File: config.mk
export PLATFORM = sky130hd
export DESIGN_NAME = spi_boot_fetch
export DESIGN_NICKNAME = d
export VERILOG_FILES = /design/src/rtl/spi_boot_pkg.sv /design/src/rtl/spi_boot_rstqual.sv /design/src/rtl/spi_boot_sclk.sv /design/src/rtl/spi_boot_shiftin.sv /design/src/rtl/spi_boot_fetch.sv
export SDC_FILE = /design/constraint.sdc
export NUM_CORES = 1
export LEC_CHECK = 0
export ABC_AREA = 0
export BUFFER_PORTS_ARGS = -buffer_cell sky130_fd_sc_hd__buf_2
export CORE_MARGIN = 4
export CORE_UTILIZATION = 50
export CTS_BUF_LIST = sky130_fd_sc_hd__clkbuf_4 sky130_fd_sc_hd__clkbuf_8
export DETAILED_ROUTE_END_ITERATION = 8
export GPL_TIMING_DRIVEN = 1
export PLACE_DENSITY = 0.7
export SYNTH_ARGS = -nofsm -noshare
export SYNTH_HDL_FRONTEND = slang
export SYNTH_HIERARCHICAL = 1
export SYNTH_SLANG_ARGS = --single-unit
File: constraint.sdc
create_clock -name clk -period 6.95 [get_ports clk]
set_input_delay 1.39 -clock clk [delete_from_list [all_inputs] [get_ports clk]]
set_output_delay 1.39 -clock clk [all_outputs]
set_load 0.005 [all_outputs]
File: src/rtl/spi_boot_pkg.sv
package spi_boot_pkg;
  typedef enum logic [2:0] {
    ST_HOLD, ST_IDLE, ST_DELAY, ST_CMD, ST_DATA, ST_DONE, ST_FAULT
  } fetch_state_e;

  localparam logic [31:0] SYNC_WORD = 32'h1234_5678;
  localparam logic [7:0]  RD_OPCODE = 8'h03;
  localparam int          CMD_BITS  = 32;

  // Codes 000 and 001 are the two master-serial modes.
  function automatic logic is_master_mode(input logic [2:0] m);
    return (m[2:1] == 2'b00);
  endfunction
endpackage

File: src/rtl/spi_boot_rstqual.sv
module spi_boot_rstqual #(
  parameter int MIN_LOW = 375,
  parameter int MODE_W  = 3
) (
  input  logic              clk,
  input  logic              rst_n,
  input  logic              rst_cfg_n,
  input  logic [MODE_W-1:0] strap_i,
  input  logic              consume_i,
  output logic              long_low_o,
  output logic              armed_o,
  output logic [MODE_W-1:0] mode_o
);
  localparam int CW = $clog2(MIN_LOW + 1);

  logic [CW-1:0] low_cnt;

  assign long_low_o = (low_cnt == CW'(MIN_LOW));

  always_ff @(posedge clk or negedge rst_n) begin
    if (!rst_n) begin
      low_cnt <= '0;
      armed_o <= 1'b0;
      mode_o  <= '0;
    end else begin
      if (rst_cfg_n)                     low_cnt <= '0;
      else if (low_cnt != CW'(MIN_LOW))  low_cnt <= low_cnt + CW'(1);
      if (long_low_o)      armed_o <= 1'b1;
      else if (consume_i)  armed_o <= 1'b0;
      if (long_low_o && !rst_cfg_n) mode_o <= strap_i;
    end
  end
endmodule

File: src/rtl/spi_boot_sclk.sv
module spi_boot_sclk #(
  parameter int DIV = 4
) (
  input  logic clk,
  input  logic rst_n,
  input  logic run_i,
  output logic sck_o,
  output logic rise_o,
  output logic fall_o
);
  localparam int HALF = DIV / 2;
  localparam int HW   = (HALF > 1) ? $clog2(HALF) : 1;

  logic [HW-1:0] hcnt;
  logic          tick;

  assign tick   = run_i && (hcnt == HW'(HALF - 1));
  assign rise_o = tick && !sck_o;
  assign fall_o = tick && sck_o;

  always_ff @(posedge clk or negedge rst_n) begin
    if (!rst_n) begin
      hcnt  <= '0;
      sck_o <= 1'b0;
    end else if (!run_i) begin
      hcnt  <= '0;
      sck_o <= 1'b0;
    end else if (tick) begin
      hcnt  <= '0;
      sck_o <= ~sck_o;
    end else begin
      hcnt  <= hcnt + HW'(1);
    end
  end
endmodule

File: src/rtl/spi_boot_shiftin.sv
module spi_boot_shiftin #(
  parameter int WORD_W = 32
) (
  input  logic              clk,
  input  logic              rst_n,
  input  logic              clr_i,
  input  logic              sample_i,
  input  logic              bit_i,
  output logic [WORD_W-1:0] word_o,
  output logic [WORD_W-1:0] acc_o,
  output logic              done_o
);
  localparam int BW = $clog2(WORD_W);

  logic [6:0]    byte_sr;
  logic [BW-1:0] bcnt;
  logic [7:0]    nbyte;
  logic          byte_end;

  assign nbyte    = {byte_sr, bit_i};
  assign byte_end = (bcnt[2:0] == 3'd7);
  // New byte enters at the top, earlier bytes move down: first byte ends in [7:0].
  assign word_o   = {nbyte, acc_o[WORD_W-1:8]};
  assign done_o   = sample_i && (bcnt == BW'(WORD_W - 1));

  always_ff @(posedge clk or negedge rst_n) begin
    if (!rst_n) begin
      byte_sr <= '0;
      bcnt    <= '0;
      acc_o   <= '0;
    end else if (clr_i) begin
      byte_sr <= '0;
      bcnt    <= '0;
    end else if (sample_i) begin
      byte_sr <= nbyte[6:0];
      bcnt    <= done_o ? '0 : bcnt + BW'(1);
      if (byte_end) acc_o <= word_o;
    end
  end
endmodule

File: src/rtl/spi_boot_fetch.sv
module spi_boot_fetch
  import spi_boot_pkg::*;
#(
  parameter int CLK_DIV       = 4,
  parameter int RST_MIN_CYC   = 375,
  parameter int START_DLY_CYC = 64,
  parameter int WORD_W        = 32,
  parameter int CNT_W         = 16
) (
  input  logic              clk,
  input  logic              rst_n,
  input  logic              rst_cfg_n,
  input  logic [2:0]        mode_strap,
  input  logic [CNT_W-1:0]  word_limit,
  output logic              spi_cs_n,
  output logic              spi_sck,
  output logic              spi_mosi,
  input  logic              spi_miso,
  output logic [WORD_W-1:0] word_data,
  output logic              word_valid,
  input  logic              word_ready,
  input  logic              sink_done,
  output logic              cfg_ready,
  output logic              cfg_error
);
  localparam int DW = $clog2(START_DLY_CYC + 1);
  localparam int KW = $clog2(CMD_BITS);

  fetch_state_e      st;
  logic              long_low, armed, consume;
  logic [2:0]        mode_q;
  logic              sck_q, rise, fall, run, session;
  logic [CMD_BITS-1:0] cmd_sr;
  logic [KW-1:0]     cmd_cnt;
  logic [DW-1:0]     dly_cnt;
  logic [WORD_W-1:0] out_q, w_full, w_acc;
  logic              out_v, pend, got_first, w_done, err_q;
  logic [CNT_W-1:0]  acc_cnt;
  logic              take, slot_free, last_take;

  assign session   = (st == ST_CMD) || (st == ST_DATA);
  assign run       = session && !(pend && !sck_q);
  assign consume   = (st == ST_HOLD) && rst_cfg_n && armed && !long_low;
  assign take      = out_v && word_ready;
  assign slot_free = !out_v || take;
  assign last_take = take && (word_limit != '0) && ((acc_cnt + CNT_W'(1)) == word_limit);

  spi_boot_rstqual #(.MIN_LOW(RST_MIN_CYC), .MODE_W(3)) u_qual (
    .clk(clk), .rst_n(rst_n), .rst_cfg_n(rst_cfg_n), .strap_i(mode_strap),
    .consume_i(consume), .long_low_o(long_low), .armed_o(armed), .mode_o(mode_q)
  );

  spi_boot_sclk #(.DIV(CLK_DIV)) u_sclk (
    .clk(clk), .rst_n(rst_n), .run_i(run),
    .sck_o(sck_q), .rise_o(rise), .fall_o(fall)
  );

  spi_boot_shiftin #(.WORD_W(WORD_W)) u_shin (
    .clk(clk), .rst_n(rst_n), .clr_i(st != ST_DATA),
    .sample_i(rise && (st == ST_DATA)), .bit_i(spi_miso),
    .word_o(w_full), .acc_o(w_acc), .done_o(w_done)
  );

  always_ff @(posedge clk or negedge rst_n) begin
    if (!rst_n) begin
      st        <= ST_HOLD;
      dly_cnt   <= '0;
      cmd_sr    <= '0;
      cmd_cnt   <= '0;
      out_q     <= '0;
      out_v     <= 1'b0;
      pend      <= 1'b0;
      got_first <= 1'b0;
      acc_cnt   <= '0;
      err_q     <= 1'b0;
    end else if (long_low) begin
      st    <= ST_HOLD;
      out_v <= 1'b0;
      pend  <= 1'b0;
      err_q <= 1'b0;
    end else begin
      err_q <= 1'b0;
      unique case (st)
        ST_HOLD: if (consume) begin
          st      <= is_master_mode(mode_q) ? ST_DELAY : ST_IDLE;
          dly_cnt <= '0;
        end
        ST_DELAY: begin
          if (dly_cnt == DW'(START_DLY_CYC - 1)) begin
            st      <= ST_CMD;
            cmd_sr  <= {RD_OPCODE, {(CMD_BITS-8){1'b0}}};
            cmd_cnt <= '0;
          end else begin
            dly_cnt <= dly_cnt + DW'(1);
          end
        end
        ST_CMD: begin
          if (sink_done) begin
            st <= ST_DONE;
          end else begin
            if (fall) cmd_sr <= cmd_sr << 1;
            if (rise) begin
              if (cmd_cnt == KW'(CMD_BITS - 1)) begin
                st        <= ST_DATA;
                got_first <= 1'b0;
                acc_cnt   <= '0;
              end else begin
                cmd_cnt <= cmd_cnt + KW'(1);
              end
            end
          end
        end
        ST_DATA: begin
          if (sink_done || last_take) begin
            st    <= ST_DONE;
            out_v <= 1'b0;
            pend  <= 1'b0;
          end else if (w_done && !got_first && (w_full != WORD_W'(SYNC_WORD))) begin
            st    <= ST_FAULT;
            err_q <= 1'b1;
            out_v <= 1'b0;
          end else begin
            if (take) acc_cnt <= acc_cnt + CNT_W'(1);
            if (w_done) begin
              got_first <= 1'b1;
              if (slot_free) begin
                out_q <= w_full;
                out_v <= 1'b1;
              end else begin
                pend  <= 1'b1;
              end
            end else if (pend && slot_free) begin
              out_q <= w_acc;
              out_v <= 1'b1;
              pend  <= 1'b0;
            end else if (take) begin
              out_v <= 1'b0;
            end
          end
        end
        default: ;
      endcase
    end
  end

  assign spi_cs_n   = !session;
  assign spi_sck    = sck_q && session;
  assign spi_mosi   = (st == ST_CMD) && cmd_sr[CMD_BITS-1];
  assign word_data  = out_q;
  assign word_valid = out_v;
  assign cfg_ready  = (st == ST_DONE);
  assign cfg_error  = err_q;
endmodule

Word-level counts from Yosys, hierarchy flattened. Index checks and enable logic that the tools add are counted.

Add/sub/neg operators: 6. Multipliers: 0. Div/mod/pow operators: 0. $lt $le $gt $ge: 0. Eq/ne operators: 35. Shifts and indexed selects: 0. Multiplexer cells: 71. Bitwise gates (word level): 5. Reduce and logical (&&, ||, !) cells: 53.

Operator list (count): $mux W32 (6); $mux W16 (6); $pmux W32 S2 (1); $mux W5 (7); $ne A32 B29 Y1 const B (1); $pmux W16 S2 (1); $mux W1 (31); $mux W7 (4); $mux W3 (8); $ne A2 B2 Y1 const B (12); $logic_and A1 B1 Y1 (19); $mux W9 (2); $reduce_and A6 Y1 (3); $add A16 B1 Y16 const B (1); $eq A16 B16 Y1 (1); $reduce_and A8 Y1 (2); $reduce_bool A16 Y1 (1); $reduce_bool A2 Y1 (8); $pmux W7 S2 (1); $ne A3 B3 Y1 const B (4); $pmux W3 S4 (1); $add A5 B1 Y5 const B (2); $eq A5 B5 Y1 const B (2); $pmux W5 S2 (1); 26 further kinds (45).

Bits in registers: 158. Bits in latches: 0. RAM bits: 0. Memory bits (read-only): 0. Memories kept: 0.

Longest topological paths before layout.
Word-level depth: 14. Mapped depth: 20. Gate-level depth less buffers: 13.

Modules after synthesis. Netlist, hierarchy kept.

Modules (own cells, without submodules): spi_boot_fetch (times used 1, cells an instance 464, area an instance 4579.4 um^2); spi_boot_shiftin (times used 1, cells an instance 143, area an instance 2082.0 um^2); spi_boot_rstqual (times used 1, cells an instance 60, area an instance 633.1 um^2); spi_boot_sclk (times used 1, cells an instance 8, area an instance 88.8 um^2).

Least setup slack after synthesis. No wires, ideal clock.

Path type: reg2reg. Start point: register st[1]. End point: register out_q[10], in the netlist word_data[10]. Setup time: 127 ps. Arrival time: 3763 ps. Setup slack: 3059 ps. Stages on the path, launching flop included: 18. Path buffers: 7. Period minus slack after synthesis: 3891 ps. Cells stage by stage: dfrtp_1 -> clkbuf_1 -> nor2_1 -> and2_1 -> clkbuf_1 -> clkbuf_1 -> nor2_1 -> a21oi_1 -> nand2_1 -> nor2_1 -> and3_1 -> buf_4 -> buf_2 -> and2_1 -> clkbuf_1 -> clkbuf_1 -> mux2_2 -> mux2_1.

Longest elaborated chain between the ends: 11. Elaborated cells between the ends (all ways): 15. Those cells by class: eq/ne: 3; mux: 1; bitwise: 1; reduce/logical: 10.

Ends and longest elaborated chain: from (decl) (line spi_boot_fetch.sv:29) `fetch_state_e st;`; from (signal assigned) (line spi_boot_fetch.sv:85) `st <= is_master_mode(mode_q) ? ST_DELAY : ST_IDLE;`; $eq A3 B2 Y1 or $eq A3 B3 Y1 (tied branches) (line spi_boot_fetch.sv:41) `assign session = (st == ST_CMD) || (st == ST_DATA);`; $logic_or A1 B1 Y1 * (line spi_boot_fetch.sv:41); $logic_and A1 B1 Y1 * (line spi_boot_fetch.sv:42) `assign run = session && !(pend && !sck_q);`; named net run (line spi_boot_fetch.sv:32) `logic sck_q, rise, fall, run, session;`; $logic_and A1 B1 Y1 * (line spi_boot_sclk.sv:17) `assign tick = run_i && (hcnt == HW'(HALF - 1));`; $logic_and A1 B1 Y1 * (line spi_boot_sclk.sv:18) `assign rise_o = tick && !sck_o;`; named net rise (line spi_boot_fetch.sv:32); $logic_and A1 B1 Y1 * (line spi_boot_fetch.sv:60) `.sample_i(rise && (st == ST_DATA)), .bit_i(spi_miso),`; $logic_and A1 B1 Y1 * (line spi_boot_shiftin.sv:24) `assign done_o = sample_i && (bcnt == BW'(WORD_W - 1));`; named net w_done (line spi_boot_fetch.sv:37) `logic out_v, pend, got_first, w_done, err_q;`; $logic_and A1 B1 Y1 (2 in a row) (line spi_boot_fetch.sv:118) `end else if (w_done && !got_first && (w_full != WORD_W'(SYNC_WORD))) begin`; $not A1 Y1 (no source line); $reduce_and A6 Y1 (no source line); to (signal assigned) (line spi_boot_fetch.sv:127) `out_q <= w_full;`; to (signal assigned) (line spi_boot_fetch.sv:133) `out_q <= w_acc;`; to (decl) (line spi_boot_fetch.sv:36) `logic [WORD_W-1:0] out_q, w_full, w_acc;`.

Mark *: on every way through the listed nets, which the timed path passes. The rest lies on a longest branch. A chain may end at the register's enable or synchronous reset.

Final worst setup path.
Start point: register st[2]. End point: register acc_cnt[14].

Longest elaborated chain between the ends: 11. Elaborated cells between the ends (all ways): 19. Those cells by class: eq/ne: 8; mux: 1; reduce/logical: 10.

Ends and longest elaborated chain: $eq A3 B2 Y1 or $eq A3 B3 Y1 (tied branches) (line spi_boot_fetch.sv:41); $logic_or A1 B1 Y1 * (line spi_boot_fetch.sv:41); $logic_and A1 B1 Y1 * (line spi_boot_fetch.sv:42); named net run (line spi_boot_fetch.sv:32); $logic_and A1 B1 Y1 * (line spi_boot_sclk.sv:17); $logic_and A1 B1 Y1 * (line spi_boot_sclk.sv:18); named net rise (line spi_boot_fetch.sv:32); $logic_and A1 B1 Y1 * (line spi_boot_fetch.sv:60); $logic_and A1 B1 Y1 * (line spi_boot_shiftin.sv:24); named net w_done (line spi_boot_fetch.sv:37); $logic_and A1 B1 Y1 * (2 in a row) (line spi_boot_fetch.sv:118); $ne A2 B2 Y1 (no source line) *; $reduce_and A8 Y1 (no source line) *; to (signal assigned) (line spi_boot_fetch.sv:123) `if (take) acc_cnt <= acc_cnt + CNT_W'(1);`; to (decl) (line spi_boot_fetch.sv:38) `logic [CNT_W-1:0] acc_cnt;`.

Marks and branches as above.

==> reports/summary.log <==
qor: clock_tree.cts.sinks 133
qor: worst_setup_path.critical_path.endpoint_type register
qor: clock_tree.cts_inserted_buffers 17
qor: sta.setup_violations 0
qor: power.power_frac_comb 18.4%
qor: layout.num-nets-final 733
qor: drt.drt_iter0_drc 429
qor: floorplanning.chipWidth 129 um
qor: power.clock_power_share 34.7%
qor: clock_tree.cts_tree done
qor: placed_design.dp_hpwl 10.7 mm
qor: worst_setup_path.r2r_end acc_cnt[14]
qor: sta.whs 0.482 ns
qor: power.max_rail_drop_vdd 0.176 mV
qor: sta.timing.setup.tns 0 ns
qor: floorplanning.core_area 14500 um^2
qor: sta.fin_ws 2.02 ns
qor: hold_path.min_delay_worst_endpoint cmd_sr[27]
qor: layout.antenna_cells 0
qor: worst_setup_path.cp_launch_point st[2]
qor: drt.route.vias.total 5308
qor: power.netSwitchingPower 607 uW
qor: drt.detail_route.vias_per_cell 5.92
qor: drt.detail_route.first_pass.iterations 4
qor: sta.grt_setup_unrepaired no
qor: floorplanning.row_count 44
qor: logic_synthesis.synth.avg_cell_area 10.9 um^2
qor: layout.post_route_cells_drive_above_1_share 25.7%
qor: flow_run.drv.max_cap_violation_count 0
qor: drt.finalWirelength 15.4 mm
qor: worst_setup_path.timing.critical_path.from_type register
qor: sta.min_period_over_period 70.9%
qor: global_routing.grt_start_max_net_pins 83
qor: worst_setup_path.r2r.worst_path.cells 15
qor: hold_path.worst_hold_path_type register to register
qor: worst_setup_path.arrival_time_of_the_worst_setup_path 5.30 ns
qor: sta.report.final.slew_viol_count 0
qor: global_routing.antenna_violations_before_repair 0
qor: sta.worst_pin_slew 1.41 ns
qor: floorplanning.io_pins 63
qor: layout.syn2layout_area_growth 8.45%
qor: placed_design.dp_worst_setup_slack 2.17 ns
qor: hold_path.hold_path_depth 2
qor: logic_synthesis.synth_fp_nets 706
qor: logic_synthesis.netlist_instances 673
qor: power.power-per-cell-area 240 nW/um^2
qor: drt.route.detailed.drc 0
qor: clock_tree.h-tree-depth 4
qor: clock_tree.cts.reportedPaths.clkPinSlew 0.09 ns
qor: worst_setup_path.required 7.33 ns
qor: placed_design.finalWeightedCongestion 0.855
qor: sta.max-slew-margin-rel 5.88%
qor: power.p_leak 0.00381 uW
qor: sta.timing.final.crit_period 4.93 ns
qor: floorplanning.floorplan.die.height 129 um
qor: drt.average_wire_per_standard_cell 17.2 um
qor: worst_setup_path.critical_path_class register to register
qor: worst_setup_path.critical_path.reg2reg.startpoint st[2]
qor: global_routing.first_global_vias 5331
qor: power.p_int 1300 uW
qor: clock_tree.worstSkewPairLatency 0.45 ns
qor: logic_synthesis.netlist_area 7350 um^2
qor: clock_tree.clock-root-buffer sky130_fd_sc_hd__clkbuf_8
qor: clock_tree.cts-hold-fix-buffers 0
qor: global_routing.grt-ovfl-total 0
qor: sta.hold_violations 0
qor: worst_setup_path.cp_max_fo 17
qor: worst_setup_path.reg2reg_setup_slack 2.02 ns
qor: floorplanning.initial_core_util 50.7%
qor: hold_path.hp-start cmd_sr[27]
qor: outcome.outcome complete, no violations
qor: sta.max_freq 203 MHz
qor: global_routing.wire_length_of_the_first_global_routing_pass 26.4 mm
qor: power.seqPwrFrac 46.9%
qor: sta.clock-skew-final 0.0177 ns
qor: logic_synthesis.yosys_warnings 6
qor: floorplanning.floorplan.die_area 16700 um^2
qor: clock_tree.cts_buffer_depth 2
qor: power.netSwitchingFraction 31.8%
qor: global_routing.grt_use_total 19.6%
qor: drt.number_of_antenna_violating_nets_in_the_routed_design 0
qor: power.post-layout-total-power 1910 uW
qor: placed_design.i_o_buffers 61
qor: clock_tree.cts_setup_buffers 0
qor: clock_tree.cts_repair_resizes 0
## per-stage QoR
| stage | util (%) | cell area, um^2 | instances |
|---|---|---|---|
| floorplan | - | 7350 | 673 |
| detailed placement | 52.2 | 7560 | 865 |
| CTS | 55.0 | 7970 | 897 |
| finish | 55.0 | 7970 | 897 |
| global placement | 52.2 | 7560 | 865 |
| global route | 55.0 | 7970 | 897 |
## worst max-delay path by stage
stage / endpoint / slack [ns] / depth (start not counted)
after global routing: acc_cnt[8] / 1.72 / 15
after CTS: acc_cnt[11] / 2.17 / 15
after global placement: acc_cnt[11] / 2.29 / 15
after detailed placement: acc_cnt[14] / 2.17 / 15
after floorplan: word_data[10] / 3.06 / 17
final: acc_cnt[14] / 2.02 / 15
## worst max-delay path: stages (launching register included)
cell and delay [ns]:
sky130_fd_sc_hd__dfrtp_1 0.47, sky130_fd_sc_hd__nand2b_1 0.25, sky130_fd_sc_hd__nor2_1 0.78, sky130_fd_sc_hd__nor2_1 0.17, sky130_fd_sc_hd__a21oi_1 0.26, sky130_fd_sc_hd__nand2_1 0.08, sky130_fd_sc_hd__nor2_1 0.29, sky130_fd_sc_hd__and3_1 0.72
sky130_fd_sc_hd__and2_1 0.41, sky130_fd_sc_hd__o311ai_1 0.15, sky130_fd_sc_hd__buf_4 0.19, sky130_fd_sc_hd__nor2b_1 0.37, sky130_fd_sc_hd__inv_1 0.20, sky130_fd_sc_hd__o31ai_1 0.08, sky130_fd_sc_hd__buf_4 0.23, sky130_fd_sc_hd__a31oi_1 0.18
## state kept, by name, summed over array words and instances (netlist names), 2 cells and up
signal,count
u_qual/mode_o,2
st,3
dly_cnt,7
cmd_sr,8
u_shin/byte_sr,7
acc_cnt,16
cmd_cnt,5
u_shin/bcnt,5
word_data,32
u_qual/low_cnt,9
u_shin/acc_o,32
## per-layer routing
layer,vias to the layer above,track usage [%],wire [um]
met5,-,0,0
met4,0,7.35,288
met3,26,4.82,738
met2,145,30.3,7280
met1,2646,26.9,7120
li1,2491,-,-
## power groups by stage
stage          Sequential, uW  Combinational (uW)  Clock [uW]
2_1_floorplan             881                 274           0
3_3_place_gp              904                 335           0
5_1_grt                   905                 398         708
4_1_cts                   894                 350         675
3_5_place_dp              909                 350           0
6_report                  895                 352         662
## layout by cell type (no fill, tap or decap), types with 3 or more instances in the layout
| cell type | n |
|---|---|
| sky130_fd_sc_hd__buf_4 | 7 |
| sky130_fd_sc_hd__nor4b_1 | 5 |
| sky130_fd_sc_hd__mux2_4 | 30 |
| sky130_fd_sc_hd__nor3_1 | 10 |
| sky130_fd_sc_hd__inv_6 | 3 |
| sky130_fd_sc_hd__xor2_1 | 10 |
| sky130_fd_sc_hd__or3_1 | 6 |
| sky130_fd_sc_hd__clkinvlp_4 | 3 |
| sky130_fd_sc_hd__nand2_1 | 39 |
| sky130_fd_sc_hd__mux2_1 | 32 |
| sky130_fd_sc_hd__a21oi_1 | 28 |
| sky130_fd_sc_hd__clkbuf_8 | 18 |
| sky130_fd_sc_hd__buf_2 | 60 |
| sky130_fd_sc_hd__a41oi_1 | 10 |
| sky130_fd_sc_hd__o22ai_1 | 3 |
| sky130_fd_sc_hd__and3_1 | 9 |
| sky130_fd_sc_hd__xnor2_1 | 18 |
| sky130_fd_sc_hd__mux2_2 | 39 |
| sky130_fd_sc_hd__nor4_1 | 9 |
| sky130_fd_sc_hd__ha_1 | 8 |
| sky130_fd_sc_hd__o211ai_1 | 3 |
| sky130_fd_sc_hd__dfrtp_1 | 133 |
| sky130_fd_sc_hd__nand3b_1 | 6 |
| sky130_fd_sc_hd__nand2b_1 | 8 |
| sky130_fd_sc_hd__nand4_1 | 8 |
| sky130_fd_sc_hd__and2_1 | 4 |
| sky130_fd_sc_hd__nand3_1 | 22 |
| sky130_fd_sc_hd__mux2i_1 | 11 |
| sky130_fd_sc_hd__nor2_1 | 45 |
| sky130_fd_sc_hd__inv_1 | 12 |
| sky130_fd_sc_hd__a31oi_1 | 13 |
| sky130_fd_sc_hd__clkinv_4 | 4 |
| sky130_fd_sc_hd__nor2b_1 | 7 |
| sky130_fd_sc_hd__o21ai_0 | 32 |
| sky130_fd_sc_hd__a21o_1 | 6 |
| sky130_fd_sc_hd__o31ai_1 | 5 |
## final cells by class
| type | instances | area [um^2] |
|---|---|---|
| fill | 1239 | 6510 |
| tap | 184 | 230 |
| timing repair buffer | 67 | 353 |
| clock inverter | 13 | 149 |
| sequential | 133 | 3330 |
| inverter | 12 | 45.0 |
| multi-input combinational | 469 | 3610 |
| clock buffer | 19 | 255 |
(Power assumes the default switching activity.)
